**src/rtl/bcd_set_pkg.sv**
```systemverilog
package bcd_set_pkg;
  localparam int DIGIT_W = 4;
  localparam int PAIR_W  = 2 * DIGIT_W;
  localparam int TIME_W  = 3 * PAIR_W;

  typedef logic [PAIR_W-1:0] bcd_pair_t;
  typedef logic [TIME_W-1:0] bcd_time_t;

  // Pair positions inside a packed time word
  localparam int SEC_LSB  = 0;
  localparam int MIN_LSB  = PAIR_W;
  localparam int HOUR_LSB = 2 * PAIR_W;

  localparam bcd_pair_t MIN_LIMIT  = 8'h59;
  localparam bcd_pair_t HOUR_LIMIT = 8'h23;
endpackage

```
**src/rtl/bcd_rst_sync.sv**
```systemverilog
module bcd_rst_sync #(
  parameter int STAGES = 2
) (
  input  logic clk,
  input  logic rst_n,
  output logic rst_sync_n
);
  logic [STAGES-1:0] chain_q;

  always_ff @(posedge clk or negedge rst_n) begin
    if (!rst_n) chain_q <= '0;
    else        chain_q <= {chain_q[STAGES-2:0], 1'b1};
  end

  assign rst_sync_n = chain_q[STAGES-1];
endmodule

```
**src/rtl/bcd_pair_step.sv**
```systemverilog
module bcd_pair_step
  import bcd_set_pkg::*;
#(
  parameter bcd_pair_t LIMIT = 8'h59
) (
  input  bcd_pair_t val_i,
  output bcd_pair_t inc_o,
  output bcd_pair_t dec_o
);
  logic [DIGIT_W-1:0] units, tens;
  localparam logic [DIGIT_W-1:0] NINE = DIGIT_W'(9);
  localparam logic [DIGIT_W-1:0] ONE  = DIGIT_W'(1);

  assign units = val_i[DIGIT_W-1:0];
  assign tens  = val_i[PAIR_W-1:DIGIT_W];

  always_comb begin
    if (val_i == LIMIT)     inc_o = '0;
    else if (units == NINE) inc_o = {tens + ONE, {DIGIT_W{1'b0}}};
    else                    inc_o = {tens, units + ONE};

    if (val_i == '0)             dec_o = LIMIT;
    else if (units == '0)        dec_o = {tens - ONE, NINE};
    else                         dec_o = {tens, units - ONE};
  end
endmodule

```
**src/rtl/bcd_time_edit.sv**
```systemverilog
module bcd_time_edit
  import bcd_set_pkg::*;
#(
  parameter bit TRACK = 1'b1
) (
  input  logic      clk,
  input  logic      rst_n,
  input  logic      edit_en_i,
  input  logic      tick_i,
  input  logic      up_i,
  input  logic      dn_i,
  input  logic      min_sel_i,
  input  bcd_time_t live_i,
  output bcd_time_t word_o
);
  bcd_time_t word_q, word_d;
  bcd_pair_t min_inc, min_dec, hour_inc, hour_dec;
  logic      track_ce, edit_ce, word_ce;

  bcd_pair_step #(.LIMIT(MIN_LIMIT)) u_min_step (
    .val_i (word_q[MIN_LSB +: PAIR_W]),
    .inc_o (min_inc),
    .dec_o (min_dec)
  );

  bcd_pair_step #(.LIMIT(HOUR_LIMIT)) u_hour_step (
    .val_i (word_q[HOUR_LSB +: PAIR_W]),
    .inc_o (hour_inc),
    .dec_o (hour_dec)
  );

  assign track_ce = TRACK && !edit_en_i;
  assign edit_ce  = edit_en_i && tick_i && (up_i || dn_i);
  assign word_ce  = track_ce || edit_ce;

  always_comb begin
    word_d = word_q;
    if (track_ce) begin
      word_d = live_i;
    end else if (min_sel_i) begin
      word_d[MIN_LSB +: PAIR_W] = up_i ? min_inc : min_dec;
    end else begin
      word_d[HOUR_LSB +: PAIR_W] = up_i ? hour_inc : hour_dec;
    end
  end

  always_ff @(posedge clk or negedge rst_n) begin
    if (!rst_n)       word_q <= '0;
    else if (word_ce) word_q <= word_d;
  end

  assign word_o = word_q;
endmodule

```
**src/rtl/bcd_time_setter.sv**
```systemverilog
module bcd_time_setter
  import bcd_set_pkg::*;
#(
  parameter logic [1:0] MODE_CLK_SET = 2'b10,
  parameter logic [1:0] MODE_ALM_SET = 2'b11,
  parameter int         SYNC_STAGES  = 2
) (
  input  logic        clk,
  input  logic        rst_n,
  input  logic [1:0]  mode_i,
  input  logic [23:0] live_time_i,
  input  logic        tick_i,
  input  logic        key_up_i,
  input  logic        key_dn_i,
  input  logic        key_pos_i,
  output logic [23:0] set_time_o,
  output logic [23:0] alarm_time_o,
  output logic        field_sel_o
);
  localparam int N_WORDS = 2;

  logic      rst_int_n;
  logic      pos_q, pos_d, pos_ce;
  logic      in_setting;
  bcd_time_t words [N_WORDS];

  bcd_rst_sync #(.STAGES(SYNC_STAGES)) u_rst_sync (
    .clk        (clk),
    .rst_n      (rst_n),
    .rst_sync_n (rst_int_n)
  );

  assign in_setting = (mode_i == MODE_CLK_SET) || (mode_i == MODE_ALM_SET);
  assign pos_ce     = in_setting && key_pos_i;
  assign pos_d      = ~pos_q;

  always_ff @(posedge clk or negedge rst_int_n) begin
    if (!rst_int_n)  pos_q <= 1'b0;
    else if (pos_ce) pos_q <= pos_d;
  end

  // Word 0 is the clock-set copy (tracks live time), word 1 the alarm
  for (genvar g = 0; g < N_WORDS; g++) begin : g_word
    localparam logic [1:0] MY_MODE = (g == 0) ? MODE_CLK_SET : MODE_ALM_SET;
    bcd_time_edit #(.TRACK(g == 0)) u_edit (
      .clk       (clk),
      .rst_n     (rst_int_n),
      .edit_en_i (mode_i == MY_MODE),
      .tick_i    (tick_i),
      .up_i      (key_up_i),
      .dn_i      (key_dn_i),
      .min_sel_i (pos_q),
      .live_i    (live_time_i),
      .word_o    (words[g])
    );
  end

  assign set_time_o   = words[0];
  assign alarm_time_o = words[1];
  assign field_sel_o  = pos_q;
endmodule

```
**config.mk**
```make
export PLATFORM = sky130hd
export DESIGN_NAME = bcd_time_setter
export DESIGN_NICKNAME = d
export VERILOG_FILES = /design/src/rtl/bcd_set_pkg.sv /design/src/rtl/bcd_rst_sync.sv /design/src/rtl/bcd_pair_step.sv /design/src/rtl/bcd_time_edit.sv /design/src/rtl/bcd_time_setter.sv
export SDC_FILE = /design/constraint.sdc
export NUM_CORES = 1
export LEC_CHECK = 0
export BUFFER_PORTS_ARGS = -buffer_cell sky130_fd_sc_hd__buf_2
export CAP_MARGIN = 20
export CORE_ASPECT_RATIO = 1.75
export CORE_MARGIN = 3
export CORE_UTILIZATION = 35
export CTS_CLUSTER_SIZE = 40
export DETAILED_ROUTE_END_ITERATION = 6
export SYNTH_ARGS = -nofsm -noshare
export SYNTH_HDL_FRONTEND = slang
export SYNTH_SLANG_ARGS = --single-unit
```
**constraint.sdc**
```tcl
create_clock -name clk -period 1.2 [get_ports clk]
set_clock_uncertainty 0.05 [all_clocks]
set_input_delay 0.18 -clock clk [delete_from_list [all_inputs] [get_ports clk]]
set_output_delay 0.18 -clock clk [all_outputs]
set_load 0.05 [all_outputs]
```
==> impl_metrics.toml <==
[run_status]
status = "complete, but fails checks"
violations = "negative setup slack"

[timing]
slew_viol_final = 0
period_minus_slack_ns = 1.94
fmax_mhz = 515
rsz0062_at_grt = "yes"
setup_viol = 62
fin_ws_ns = -0.743
hold_viol = 0
fin_hold_ws_ns = 0.0354
fin_crit_sh_pct = 162

[critical_path]
end_kind = "register"
r2r-start = "g_word[0].u_edit.word_o[16]"
r2r_end = "g_word[0].u_edit.word_o[20]"
cp_slowest_cell = "dfrtp_4"
path_max_fanout = 4
ff2ff_setup_slack_ns = -0.74
path_class = "reg2reg"
rr_worst_depth = 7
crit_arrival_ns = 2.12
crit_path_start = "g_word[0].u_edit.word_o[16]"
startpoint_type = "register"
cp_cell_sequence = "inv_4 -> ha_4 -> or4b_4 -> nor2b_4 -> nor2_1 -> o31ai_1 -> mux2_4"
required_ns = 1.38
max_stage_delay_ns = 0.50

[placed_design]
post-place-cells = 685
dp_hpwl_um = 7940
gp_congestion = 0.905
portBuffers = 72

[cells_and_area]
syn_to_final_growth_pct = 85.9
num_antenna_cells = 0
final_layout_size_suffix_gt1_share_pct = 58.3
layout.nets = 661
finish.utilization_pct = 67.2
stdcell_count = 727

[detailed_routing]
wl_per_cell_um = 16.1
viasPerCell = 5.31
drc = 0
num_vias = 3859
dr.pass1.iters = 4
ant_nets = 0
drtIter0Drc = 131
totalWireLength_um = 11700

[global_routing]
grt_pass1_vias = 4082
antenna_found_initial = 0
track_usage_pct = 21.5
grt_max_degree = 42
grt_pass1_wl_um = 18500
overflow = 0

[floorplan]
initial_utilization_pct = 36.1
core_um2 = 9150
dieArea_um2 = 10700
die_x_um = 79.5
num_rows = 46
io-pin-count = 81
fp.dieH_um = 135

[clock_network]
clkSlewWorstSetupHoldPaths_ns = 0.07
clock-root-buffer = "clkbuf_16"
clock_latency_ns = 0.29
h-tree-depth = 2
cts.path.max_buffers = 2
cts_made_buffers = 5
cts_tree = "done"
cts.sinks = 43

[logic_synthesis]
yosysSeqAreaShare_pct = 32.5
ys_top_cells_by_area = "dfrtp_1 (33%), ha_1 (8.7%), nand2_1 (5.7%)"
synth_common_cells = "nand2_1 (50), dfrtp_1 (43), o21ai_0 (32)"
ys.flop_type = "dfrtp_1"
async_flop_share_pct = 100
synth_edf_count = 0
ys_ff_latch = 43
synth_area_leader_cell = "dfrtp_1"
syn_avg_cell_area_um2 = 8.27
syn_area_um2 = 3310
synth_top_area_share_pct = 32.5
ys.warnings.count = 0
ys_types = 68
synth_most_common_cell = "nand2_1"
syn_inst = 400

[power]
ir_worst_vdd_mv = 1.04
p_leak_nw = 2.75
power-per-cell-area_nw_per_um2 = 1670
total_power_mw = 10.3

[hold_path]
min_to = "g_word[0].u_edit.word_o[8]"
min-delay-path-class = "in2reg"
hold_depth = 2
min_from = "live_time_i[8]"

[flow_run]
drv_cap = 0
[worst max path at each step]
stage | endpoint | slack (ns) | cells past startpoint
floorplan | g_word[1].u_edit.word_o[15] | -0.84 | 8
global placement | g_word[1].u_edit.word_o[20] | -0.70 | 5
detailed placement | g_word[0].u_edit.word_o[19] | -0.77 | 7
CTS | g_word[0].u_edit.word_o[19] | -0.76 | 7
global route | g_word[0].u_edit.word_o[20] | -0.81 | 7
finish | g_word[0].u_edit.word_o[20] | -0.74 | 7
[sequential cells by signal, indices dropped and copies added (netlist names)]
name	flops
field_sel_o	1
g_word.u_edit.word_o	40
u_rst_sync.chain_q	2
[timing repair]
| action | in CTS | in global routing |
|---|---|---|
| hold endpoints to repair | 2 | 0 |
| hold buffers | 1 | 0 |
| resized for setup | 190 | 57 |
| endpoints found under the setup margin | 64 | 65 |
| buffers inserted | 22 | 21 |
| pin swaps | 34 | 31 |
[layer usage]
metal  GRT usage (%)  up-vias  wire [um]
li1                -     1859          -
met1            22.2     1878       4350
met2            41.6       97       6630
met3            3.74       25        439
met4            8.32        0        289
met5               0        -          0
[cell type report]
type                            instances  area [um^2]
Clock buffer                            7          143
Clock inverter                          1         5.00
Inverter                               20         87.6
Tap cell                              120          150
Fill cell                             721         3000
Multi-Input combinational cell        313         2610
Timing Repair Buffer                  223         2040
Sequential cell                        43         1110
[where the power goes]
group          switching (mW)  leakage, nW  internal [mW]
sequential              0.327        0.493           1.77
clock                   0.613       0.0739          0.828
combinational            3.45         2.19           3.25
total                    4.39         2.75           5.86
[worst max-delay path: cells and delay by family, from the launching register on]
| kind | cells | cell delay (ns) |
|---|---|---|
| compound gates | 1 | 0.20 |
| fa+ha+maj | 1 | 0.12 |
| buf+inv | 1 | 0.07 |
| flops | 1 | 0.50 |
| mux | 1 | 0.19 |
| simple gates | 3 | 0.75 |
[through the flow]
step | area [um^2] | TNS, ns | worst slack, ns
6_report | 6150 | -17.82 | -0.743
5_1_grt | 6150 | -20.81 | -0.813
4_1_cts | 5810 | -17.43 | -0.759
3_5_place_dp | 4810 | -18.78 | -0.772
3_3_place_gp | 4810 | -17.65 | -0.699
2_1_floorplan | 3600 | -20.23 | -0.842
[cell families (layout without fill, tap and decap cells)]
kind of cell | after synthesis | after routing | synth area share [%]
adders and majority gates | 23 | 23 | 8.70
and+or+nand+nor | 149 | 149 | 23.5
AOI/OAI and AO/OA | 120 | 120 | 24.2
muxes | 6 | 6 | 1.89
xor gates and xnor gates | 6 | 6 | 1.59
other | 2 | 9 | 0.227
buffers and inverters | 51 | 251 | 7.34
DFF | 43 | 43 | 32.5
[cells in the final DEF, fill, tap and decap left out, types with 10 or more instances in the layout]
cell / n
ha_4: 10
nor2_1: 24
a21oi_1: 16
buf_4: 99
buf_6: 48
nand3_1: 12
nand2_1: 46
o21ai_1: 20
ha_1: 11
nor3_1: 12
dfrtp_2: 23
dfrtp_1: 19
buf_2: 39
buf_8: 31
Power figures use the tool's default switching activity.
